==> src/rtl/wdt_stage_pkg.sv <==
package wdt_stage_pkg;

   typedef enum logic [1:0] {
      ACT_NONE = 2'd0,
      ACT_IRQ  = 2'd1,
      ACT_CPU  = 2'd2,
      ACT_SYS  = 2'd3
   } wdt_act_e;

   localparam int ADDR_W = 3;
   localparam logic [ADDR_W-1:0] A_CTRL  = 3'd0;
   localparam logic [ADDR_W-1:0] A_PRESC = 3'd1;
   localparam logic [ADDR_W-1:0] A_TMO0  = 3'd2;
   localparam logic [ADDR_W-1:0] A_FEED  = 3'd6;
   localparam logic [ADDR_W-1:0] A_KEY   = 3'd7;

   localparam int F_EN      = 0;
   localparam int F_LVL     = 1;
   localparam int F_EDGE    = 2;
   localparam int F_ACT_LSB = 8;
   localparam int F_CPU_LSB = 16;
   localparam int F_SYS_LSB = 20;

   localparam int MAX_UNITS = 32;

   // pulse length in base units for a 3-bit code: linear up to 5, then doubling
   function automatic int unsigned len_units(input logic [2:0] code);
      int unsigned u;
      case (code)
         3'd5:    u = 8;
         3'd6:    u = 16;
         3'd7:    u = 32;
         default: u = int'(code) + 1;
      endcase
      return u;
   endfunction

endpackage

==> src/rtl/wdt_presc.sv <==
module wdt_presc #(
   parameter int PW = 16
) (
   input  logic          clk,
   input  logic          rst_n,
   input  logic          run,
   input  logic          restart,
   input  logic [PW-1:0] presc,
   output logic          tick
);

   logic [PW-1:0] pc_q;
   logic [PW-1:0] limit;

   assign limit = (presc == '0) ? '0 : presc - PW'(1);
   assign tick  = run && (pc_q == limit);

   always_ff @(posedge clk or negedge rst_n) begin
      if (!rst_n) begin
         pc_q <= '0;
      end else if (!run || restart || tick) begin
         pc_q <= '0;
      end else begin
         pc_q <= pc_q + PW'(1);
      end
   end

endmodule

==> src/rtl/wdt_seq.sv <==
module wdt_seq #(
   parameter int NS = 4,
   parameter int TW = 32,
   localparam int SW = (NS > 1) ? $clog2(NS) : 1
) (
   input  logic                   clk,
   input  logic                   rst_n,
   input  logic                   run,
   input  logic                   restart,
   input  logic                   tick,
   input  logic [NS-1:0][TW-1:0]  tmo,
   output logic [SW-1:0]          stage,
   output logic                   expire
);

   logic [TW-1:0] cnt_q;
   logic [TW-1:0] tmo_cur;
   logic          last;
   logic [SW-1:0] stage_nxt;

   assign tmo_cur   = tmo[stage];
   assign last      = (tmo_cur <= TW'(1)) || (cnt_q >= tmo_cur - TW'(1));
   assign expire    = run && !restart && tick && last;
   assign stage_nxt = (stage == SW'(NS - 1)) ? '0 : stage + SW'(1);

   always_ff @(posedge clk or negedge rst_n) begin
      if (!rst_n) begin
         cnt_q <= '0;
         stage <= '0;
      end else if (!run || restart) begin
         cnt_q <= '0;
         stage <= '0;
      end else if (expire) begin
         cnt_q <= '0;
         stage <= stage_nxt;
      end else if (tick) begin
         cnt_q <= cnt_q + TW'(1);
      end
   end

endmodule

==> src/rtl/wdt_pulse.sv <==
module wdt_pulse import wdt_stage_pkg::*; #(
   parameter int BASE_LEN = 8,
   localparam int MAXL = MAX_UNITS * BASE_LEN,
   localparam int CW = $clog2(MAXL + 1)
) (
   input  logic       clk,
   input  logic       rst_n,
   input  logic       fire,
   input  logic [2:0] code,
   output logic       pulse
);

   logic [CW-1:0] rem_q;
   logic [CW-1:0] load;

   assign load  = CW'(BASE_LEN * len_units(code));
   assign pulse = (rem_q != '0);

   always_ff @(posedge clk or negedge rst_n) begin
      if (!rst_n) begin
         rem_q <= '0;
      end else if (fire) begin
         rem_q <= load;
      end else if (rem_q != '0) begin
         rem_q <= rem_q - CW'(1);
      end
   end

endmodule

==> src/rtl/staged_watchdog.sv <==
module staged_watchdog import wdt_stage_pkg::*; #(
   parameter int NUM_STAGES = 4,
   parameter int TMO_W      = 32,
   parameter int PRESC_W    = 16,
   parameter int DATA_W     = 32,
   parameter int BASE_LEN   = 8,
   parameter logic [DATA_W-1:0] UNLOCK_KEY = DATA_W'(32'hA5C3_0F69),
   localparam int SW = (NUM_STAGES > 1) ? $clog2(NUM_STAGES) : 1
) (
   input  logic              clk,
   input  logic              rst_n,
   input  logic              wr_en,
   input  logic [2:0]        wr_addr,
   input  logic [DATA_W-1:0] wr_data,
   output logic [SW-1:0]     stage_o,
   output logic              irq_level_o,
   output logic              irq_edge_o,
   output logic              cpu_rst_o,
   output logic              sys_rst_o
);

   localparam int NPULSE = 2;

   if (NUM_STAGES < 2 || NUM_STAGES > 4) begin : g_bad_ns
      $error("NUM_STAGES must be 2..4 to fit the action field");
   end
   if (DATA_W < 23 || DATA_W < TMO_W || DATA_W < PRESC_W) begin : g_bad_dw
      $error("DATA_W too narrow for the register fields");
   end
   if (BASE_LEN < 1) begin : g_bad_len
      $error("BASE_LEN must be at least 1");
   end

   // configuration state
   logic                               en_q, lvl_en_q, edge_en_q;
   logic [NUM_STAGES-1:0][1:0]         act_q;
   logic [2:0]                         cpu_len_q, sys_len_q;
   logic [PRESC_W-1:0]                 presc_q;
   logic [NUM_STAGES-1:0][TMO_W-1:0]   tmo_q;
   logic [DATA_W-1:0]                  key_q;

   logic unlocked, wr_ok, feed_acc;
   logic tick, expire;
   logic [SW-1:0] stage;
   logic [1:0] act_cur;

   assign unlocked = (key_q == UNLOCK_KEY);
   assign wr_ok    = wr_en && (unlocked || wr_addr == A_KEY);
   assign feed_acc = wr_ok && (wr_addr == A_FEED) && en_q;

   always_ff @(posedge clk or negedge rst_n) begin
      if (!rst_n) begin
         en_q      <= 1'b0;
         lvl_en_q  <= 1'b0;
         edge_en_q <= 1'b0;
         act_q     <= '0;
         cpu_len_q <= '0;
         sys_len_q <= '0;
      end else if (wr_ok && wr_addr == A_CTRL) begin
         en_q      <= wr_data[F_EN];
         lvl_en_q  <= wr_data[F_LVL];
         edge_en_q <= wr_data[F_EDGE];
         for (int s = 0; s < NUM_STAGES; s++) begin
            act_q[s] <= wr_data[F_ACT_LSB + 2*s +: 2];
         end
         cpu_len_q <= wr_data[F_CPU_LSB +: 3];
         sys_len_q <= wr_data[F_SYS_LSB +: 3];
      end
   end

   always_ff @(posedge clk or negedge rst_n) begin
      if (!rst_n) begin
         presc_q <= PRESC_W'(1);
      end else if (wr_ok && wr_addr == A_PRESC) begin
         presc_q <= wr_data[PRESC_W-1:0];
      end
   end

   always_ff @(posedge clk or negedge rst_n) begin
      if (!rst_n) begin
         tmo_q <= '1;
      end else begin
         for (int s = 0; s < NUM_STAGES; s++) begin
            if (wr_ok && wr_addr == ADDR_W'(int'(A_TMO0) + s)) begin
               tmo_q[s] <= wr_data[TMO_W-1:0];
            end
         end
      end
   end

   always_ff @(posedge clk or negedge rst_n) begin
      if (!rst_n) begin
         key_q <= UNLOCK_KEY;
      end else if (wr_en && wr_addr == A_KEY) begin
         key_q <= wr_data;
      end
   end

   // timebase and stage chain
   wdt_presc #(.PW(PRESC_W)) u_presc (
      .clk     (clk),
      .rst_n   (rst_n),
      .run     (en_q),
      .restart (feed_acc),
      .presc   (presc_q),
      .tick    (tick)
   );

   wdt_seq #(.NS(NUM_STAGES), .TW(TMO_W)) u_seq (
      .clk     (clk),
      .rst_n   (rst_n),
      .run     (en_q),
      .restart (feed_acc),
      .tick    (tick),
      .tmo     (tmo_q),
      .stage   (stage),
      .expire  (expire)
   );

   assign act_cur = act_q[stage];
   assign stage_o = stage;

   // interrupt outputs
   logic irq_edge_q, irq_lvl_q;

   always_ff @(posedge clk or negedge rst_n) begin
      if (!rst_n) begin
         irq_edge_q <= 1'b0;
         irq_lvl_q  <= 1'b0;
      end else begin
         irq_edge_q <= expire && (act_cur == ACT_IRQ) && edge_en_q;
         if (!en_q || feed_acc) begin
            irq_lvl_q <= 1'b0;
         end else if (expire && (act_cur == ACT_IRQ) && lvl_en_q) begin
            irq_lvl_q <= 1'b1;
         end
      end
   end

   assign irq_edge_o  = irq_edge_q;
   assign irq_level_o = irq_lvl_q;

   // reset pulse generators: index 0 CPU, index 1 system
   logic [NPULSE-1:0]      fire;
   logic [NPULSE-1:0][2:0] code;
   logic [NPULSE-1:0]      pulse;

   assign fire[0] = expire && (act_cur == ACT_CPU);
   assign fire[1] = expire && (act_cur == ACT_SYS);
   assign code[0] = cpu_len_q;
   assign code[1] = sys_len_q;

   for (genvar g = 0; g < NPULSE; g++) begin : g_pulse
      wdt_pulse #(.BASE_LEN(BASE_LEN)) u_pulse (
         .clk   (clk),
         .rst_n (rst_n),
         .fire  (fire[g]),
         .code  (code[g]),
         .pulse (pulse[g])
      );
   end

   assign cpu_rst_o = pulse[0];
   assign sys_rst_o = pulse[1];

endmodule

==> config.mk <==
export PLATFORM = sky130hd
export DESIGN_NAME = staged_watchdog
export DESIGN_NICKNAME = d
export VERILOG_FILES = /design/src/rtl/wdt_stage_pkg.sv /design/src/rtl/wdt_presc.sv /design/src/rtl/wdt_seq.sv /design/src/rtl/wdt_pulse.sv /design/src/rtl/staged_watchdog.sv
export SDC_FILE = /design/constraint.sdc
export NUM_CORES = 1
export LEC_CHECK = 0
export ABC_AREA = 1
export BUFFER_PORTS_ARGS = -buffer_cell sky130_fd_sc_hd__buf_4
export CAP_MARGIN = 20
export CORE_MARGIN = 2
export CORE_UTILIZATION = 49
export CTS_CLUSTER_SIZE = 30
export DETAILED_ROUTE_END_ITERATION = 10
export GPL_ROUTABILITY_DRIVEN = 0
export PLACE_DENSITY_LB_ADDON = 0.15
export RECOVER_POWER = 100
export SETUP_SLACK_MARGIN = 0.3
export SLEW_MARGIN = 15
export SYNTH_ARGS = -nofsm -noshare
export SYNTH_HDL_FRONTEND = slang
export SYNTH_SLANG_ARGS = --single-unit
==> constraint.sdc <==
create_clock -name clk -period 11.8 [get_ports clk]
set_input_delay 1.18 -clock clk [delete_from_list [all_inputs] [get_ports clk]]
set_output_delay 1.18 -clock clk [all_outputs]
set_load 0.02 [all_outputs]
==> results.txt, run 1 <==
----------------------------------------------------
[Run status]
  Result of the run ... finished, violations left
  Failing checks ... capacitance limit, slew limit

[Worst setup path]
  Worst path arrival time ... 8.66 ns
  Critical path class ... flip-flop to flip-flop
  Delay of the slowest cell on the worst path ... between 1 and 1.5 ns
  CP startpoint kind ... flip-flop
  Reg2Reg Setup Slack ... about 3.6 ns
  Sort of element at the end of the critical path ... flip-flop
  Maximum fanout count along the critical path ... 37
  Most used cell along the critical path ... inv_1
  Beginning of the worst register-to-register path ... u_seq.stage[1]$_DFFE_PN0P_
  Crit path max-delay cell type ... clkbuf_1
  Reg2reg end ... u_seq.cnt_q[13]$_DFFE_PN0P_
  CP required ... approximately 12 ns
  Worst R2R Path Depth ... 30

[STA]
  Final hold vios ... 0
  Transition time of the tightest slew-check pin ... 4.45 ns
  Minimum clock period after layout ... a little over 8 ns
  FMAX ... roughly 120 MHz
  Number of max-slew violations in the final report ... ~650
  Final Setup Violations ... 0
  Unrepaired setup endpoints after global routing ... false
  Post-route setup TNS ... 0 ns
  Share of the clock period used by the worst path ... 0.695
  Slew HR ... -1.96
  PnR worst setup slack ... about 3.6 ns
  Worst clock skew on the final layout ... around 0.044 ns
  Worst hold slack across all endpoints ... approximately 0.49 ns

[Synth]
  Register bit total from synthesis ... approximately 260
  Top post-synthesis cells by count ... nand2_1, o21ai_0, inv_1
  Leading register cell type out of synthesis ... dfstp_2
  Number of instances in the synthesized netlist ... 1981
  Sequential fraction of the synthesis area ... 0.446
  Dominant cell type by area after synthesis ... dfstp_2
  Number of nets in the synthesized netlist ... between 2000 and 2500
  Distinct cell type count after synthesis ... between 40 and 50
  Area share of the largest cell type after synthesis ... 0.251
  Synth warn ... 0
  Average footprint of a synthesized cell ... about 7.6 um2
  Netlist area before placement ... roughly 0.015 mm2
  Number of enable flip-flop cells after synthesis ... 0
  Dominant cell by count in the synthesized netlist ... nand2_1
  Most area-consuming cells after synthesis ... dfstp_2, dfrtp_1, nand2_1, o21ai_0, inv_1
  Async set or reset register ratio after synthesis ... 1.00

[Hold path]
  Launch point of the worst hold path ... tmo_q[114]$_DFFE_PN1P_
  Hold Path Stages ... 2
  Hold Crit Endpoint ... tmo_q[114]$_DFFE_PN1P_
  Worst hold-check path type ... flip-flop to flip-flop

[Clock tree]
  Number of buffers created by CTS ... 30
  Number of levels the H-tree was split into ... 1
  Post-CTS sizing ... 0
  Number of buffers added for setup after CTS ... 0
  CTS hold repair buffers ... 0
  Later-pin clock latency in the skew report ... approximately 0.60 ns
  Maximum clock insertion buffer count ... 3
  CTS sink count ... 263
  Clock tree from TritonCTS ... yes
  Clk Tree Root Cell ... clkbuf_16
  Post-CTS clock slew at the launch and capture registers of the worst setup and hold paths ... 0.06 ns

[Drt]
  Average via count per standard cell ... 5.38
  Iter 0 DRT Violations ... 1012
  WL per Instance ... between 15 and 20 um
  Total wire length after detailed routing ... between 30000 and 40000 um
  Count of TritonRoute iterations in the first routing pass ... 5
  Count of nets left with antenna violations after detail routing ... 0
  Residual DRC ... 0
  Via count ... between 10000 and 15000

[Place]
  Number of instances in the placed design ... 2359
  Post-placement worst setup slack ... 5.86 ns
  Number of I/O port buffers ... 43
  Placement Cell Area ... ~0.016 mm2
  Half-perimeter wire length after placement ... between 20000 and 30000 um

[Power]
  LEAKAGE ... 0.00762 uW
  Worst ir drop on vdd ... 0.000129 V
  Pint ... 1790 uW
  Part of the power in the clock network ... 0.374
  Switching Power ... between 700 and 800 uW
  Sequential share of power ... 0.430
  Comb power frac ... 0.196
  Power per unit of standard cell area ... roughly 150 mW/mm2
  Net Sw Frac ... 0.305

[Floorplan]
  X dimension of the die ... ~180 um
  Std-Cell Rows ... between 60 and 70
  Initial core utilization ... 0.497
  Vertical die dimension ... roughly 180 um
  Die Outline Area ... between 0.03 and 0.04 mm2
  Core Area ... 0.0305 mm2
  Number of placed I/O pins ... 44

[Global routing]
  Met3 demand-to-capacity share in global routing ... 0.0304
  All-Layer GR Usage ... 0.245
  Met2 usage in global routing ... 0.374
  Most used routing layer ... met2
  First-pass GRT wire length ... roughly 65000 um
  Number of global-route vias before repair ... around 12000
  Total grt overflow ... 0
  Met1 usage ... 0.368
  Largest net degree at the start of global routing ... 80
  Antenna violations before repair ... 3

[Layout]
  Inserted Diodes ... 0
  Fraction of final layout cells sized beyond drive strength 1 ... 0.135
  Number of nets in the layout ... approximately 2100
  Post-Layout Cell Count ... 2417
  Area grow syn2layout ... 9.98%
  Design area ... around 0.017 mm2

[Job]
  Number of max-cap violations ... 11

----------------------------------------------------
critical path: cells and delay by family (launching register included):
kind / cells / cell delay [ns]
buffers and inverters: 9 / 4.32
and+or+nand+nor: 12 / 1.86
AOI/OAI and AO/OA: 6 / 0.97
adders and majority gates: 2 / 0.48
DFF: 1 / 0.32
xor gates and xnor gates: 1 / 0.14
per-layer routing:
layer | share of wire | wire (um) | vias to the layer above
li1 | - | - | 6456
met1 | 0.49 | 19200 | 6148
met2 | 0.43 | 17100 | 335
met3 | 0.056 | 2220 | 62
met4 | 0.024 | 943 | 0
met5 | 0 | 0 | -
state kept, by name (all words and copies together), names as in the netlist, 2 cells and up:
register               cells
u_seq.cnt_q               32
cpu_len_q                  3
key_q                     32
g_pulse.u_pulse.rem_q     18
act_q                      8
u_presc.pc_q              16
sys_len_q                  3
u_seq.stage                2
presc_q                   16
tmo_q                    128
cells in the final DEF, fill, tap and decap left out, drive strengths merged, types with 40 or more instances in the layout:
master  instances
buf            40
clkbuf         62
dfrtp         118
dfstp         145
ha             48
inv           215
nand2         590
nand3         119
nand4          68
nor2          151
nor3           41
o21ai         260
xor2           53
worst max-delay path by stage:
stage,startpoint,to,slack [ns],cells past startpoint
after floorplan,u_seq.stage[0]$_DFFE_PN0P_,g_pulse[0].u_pulse.rem_q[5]$_DFFE_PN0P_,7.60,31
after global placement,u_seq.stage[0]$_DFFE_PN0P_,irq_level_o$_DFFE_PN0P_,5.91,30
after detailed placement,u_seq.stage[0]$_DFFE_PN0P_,u_seq.cnt_q[27]$_DFFE_PN0P_,5.86,29
after CTS,u_seq.stage[0]$_DFFE_PN0P_,irq_level_o$_DFFE_PN0P_,5.84,30
after global routing,rst_n,u_seq.stage[0]$_DFFE_PN0P_,2.86,2
final,u_seq.stage[1]$_DFFE_PN0P_,u_seq.cnt_q[13]$_DFFE_PN0P_,3.59,30
cell type report:
class / instances / area [um2]
timing repair buffer: 60 / 375
multi-input combinational: 1426 / 7180
clock buffer: 42 / 856
tap: 396 / 495
sequential: 263 / 6760
fill: 2920 / 13800
inverter: 216 / 811
clock inverter: 14 / 184
through the flow:
| step | util | total power, uW |
|---|---|---|
| after floorplan | - | 1480 |
| after CTS | 0.550 | 2600 |
| final | 0.546 | 2580 |
| after detailed placement | 0.516 | 1630 |
| after global placement | 0.516 | 1610 |
| after global routing | 0.546 | 2730 |
cell families (layout without fill, tap and decap cells):
| group | after synthesis | in the layout | share of synthesized area |
|---|---|---|---|
| and+or+nand+nor | 1000 | 1000 | 0.290 |
| xor gates and xnor gates | 72 | 72 | 0.0416 |
| AOI/OAI and AO/OA | 306 | 306 | 0.105 |
| adders and majority gates | 48 | 48 | 0.0396 |
| DFF | 263 | 263 | 0.446 |
| buffers and inverters | 292 | 332 | 0.0774 |
power by group through the flow:
stage | combinational, uW | clock (uW) | sequential [uW]
after detailed placement | 505 | 0 | 1120
after floorplan | 381 | 0 | 1100
after CTS | 508 | 985 | 1110
after global placement | 493 | 0 | 1120
after global routing | 583 | 1020 | 1120
final | 505 | 967 | 1110
Note: power is estimated with default switching activity, not from simulation.
==> run 2, diff against run 1 <==
==> constraint.sdc (replaced) <==
create_clock -name clk -period 8.4 [get_ports clk]
set_input_delay 0.84 -clock clk [delete_from_list [all_inputs] [get_ports clk]]
set_output_delay 0.84 -clock clk [all_outputs]
set_load 0.02 [all_outputs]
==> results.txt, run 2 (synthesis gave the netlist of run 1 again) <==
----------------------------------------------------
[Run status]
  Result of the run ... finished, violations left
  Failing checks ... capacitance limit, slew limit

[Worst setup path]
  Crit path max-delay cell type ... clkbuf_1
  Delay of the slowest cell on the worst path ... 1.31 ns
  Critical path class ... input port to flip-flop
  CP startpoint kind ... input port
  CP required ... between 8 and 9 ns
  Reg2Reg Setup Slack ... ~2.2 ns
  Maximum fanout count along the critical path ... 43
  Most used cell along the critical path ... clkbuf_1
  Cell-by-cell trace of the critical path ... clkbuf_1 > inv_1 > nor3_1 > clkbuf_1 > clkinv_1 > clkbuf_1 > nand2_1 > a21oi_1 > clkbuf_1 > inv_1 > nor2_1 > inv_2 > o21ai_0
  Sort of element at the end of the critical path ... flip-flop
  Worst path arrival time ... 7.07 ns

[Global routing]
  Antenna violations before repair ... 4
  Number of global-route vias before repair ... 12179
  All-Layer GR Usage ... 0.243
  Total grt overflow ... 0
  Largest net degree at the start of global routing ... 80
  First-pass GRT wire length ... 64400 um

[Drt]
  Iter 0 DRT Violations ... 867
  Total wire length after detailed routing ... 39300 um
  Count of nets left with antenna violations after detail routing ... 0
  Count of TritonRoute iterations in the first routing pass ... 7
  WL per Instance ... 16.2 um
  Via count ... 13006
  Average via count per standard cell ... 5.38
  Residual DRC ... 0

[STA]
  Minimum clock period after layout ... about 6.6 ns
  Unrepaired setup endpoints after global routing ... false
  Number of max-slew violations in the final report ... about 550
  PnR worst setup slack ... 1.78 ns
  Final Setup Violations ... 0
  Worst hold slack across all endpoints ... between 0.4 and 0.5 ns
  Transition time of the tightest slew-check pin ... between 4 and 5 ns
  FMAX ... 151 MHz
  Post-route setup TNS ... 0 ns
  Slew HR ... -1.93
  Worst clock skew on the final layout ... slightly above 0.05 ns
  Final hold vios ... 0
  Share of the clock period used by the worst path ... 0.788

[Place]
  Placement Cell Area ... between 0.015 and 0.02 mm2
  Number of I/O port buffers ... 43
  Half-perimeter wire length after placement ... between 20000 and 30000 um
  Post-placement worst setup slack ... around 2.7 ns

[Hold path]
  Worst hold-check path type ... input port to flip-flop

[Floorplan]
  Vertical die dimension ... ~180 um
  X dimension of the die ... approximately 180 um
  Core Area ... about 0.03 mm2
  Std-Cell Rows ... 64
  Initial core utilization ... 0.497
  Die Outline Area ... 0.0323 mm2
  Number of placed I/O pins ... 44

[Clock tree]
  Later-pin clock latency in the skew report ... slightly below 0.6 ns
  Maximum clock insertion buffer count ... 3
  CTS sink count ... ~260
  Post-CTS sizing ... 0
  Number of levels the H-tree was split into ... 1
  Number of buffers created by CTS ... 30
  CTS hold repair buffers ... 0
  Number of buffers added for setup after CTS ... 0
  Clock tree from TritonCTS ... yes
  Post-CTS clock slew at the launch and capture registers of the worst setup and hold paths ... about 0.060 ns
  Clk Tree Root Cell ... clkbuf_16

[Layout]
  Commonest cells after routing, fill and taps aside ... nand2_1, o21ai_0, inv_1, dfstp_2, nor2_1
  Most common cell after layout, fill and taps aside ... nand2_1
  Fraction of final layout cells sized beyond drive strength 1 ... 0.138
  Reg with most FFs ... tmo_q
  Area grow syn2layout ... 10.4%
  Top flop regs ... tmo_q x128, key_q x32, u_seq.cnt_q x32
  Number of nets in the layout ... roughly 2100
  Max FFs per register ... around 130
  Design area ... about 0.017 mm2
  Inserted Diodes ... 0

[Power]
  LEAKAGE ... approximately 0.0077 uW
  Worst ir drop on vdd ... ~0.00017 V
  Power per unit of standard cell area ... roughly 220 mW/mm2
  Power Total ... approximately 3700 uW

[Job]
  Number of max-cap violations ... 9

----------------------------------------------------
[run 2: through the flow]
step / util / instances
CTS: 0.552 / 2415
finish: 0.548 / 2416
global route: 0.548 / 2416
detailed placement: 0.516 / 2359
floorplan: - / 1981
global placement: 0.516 / 2359
[run 2: critical path, delay by kind of cell]
family	cells	cell delay (ns)
buffers and inverters	8	4.17
AND/OR/NAND/NOR	3	1.43
AO/OA/AOI/OAI	2	0.55
[run 2: power breakdown]
group          switching [uW]  internal (uW)  leakage [uW]
clock network             549            885      0.000540
registers                88.1           1470       0.00305
logic                     463            243       0.00407
[run 2: final timing paths]
kind,start,end,cells after the start
worst min register to register,key_q[13]$_DFFE_PN0P_,key_q[13]$_DFFE_PN0P_,2
worst max-delay path,wr_addr[2],u_seq.cnt_q[14]$_DFFE_PN0P_,13
min in group asynchronous,rst_n,presc_q[14]$_DFFE_PN0P_,1
worst max register to register,u_seq.stage[0]$_DFFE_PN0P_,u_seq.cnt_q[11]$_DFFE_PN0P_,28
max in group asynchronous,rst_n,key_q[18]$_DFFE_PN0P_,2
worst min-delay path,wr_data[11],key_q[11]$_DFFE_PN1P_,3
[run 2: layer usage]
layer | vias to the layer above | part of all wire | track usage
li1 | 6469 | - | -
met1 | 6158 | 0.49 | 0.371
met2 | 317 | 0.44 | 0.371
met3 | 62 | 0.054 | 0.0298
met4 | 0 | 0.019 | 0.0520
met5 | - | 0 | 0
[run 2: cell type report]
class                   instances  area, um2
clock inverters                19        278
flip-flops and latches        263       6760
inverters                     216        811
clock buffers                  37        827
multi-input cells            1426       7170
fillers                      2915      13800
repair buffers                 59        380
well taps                     396        495
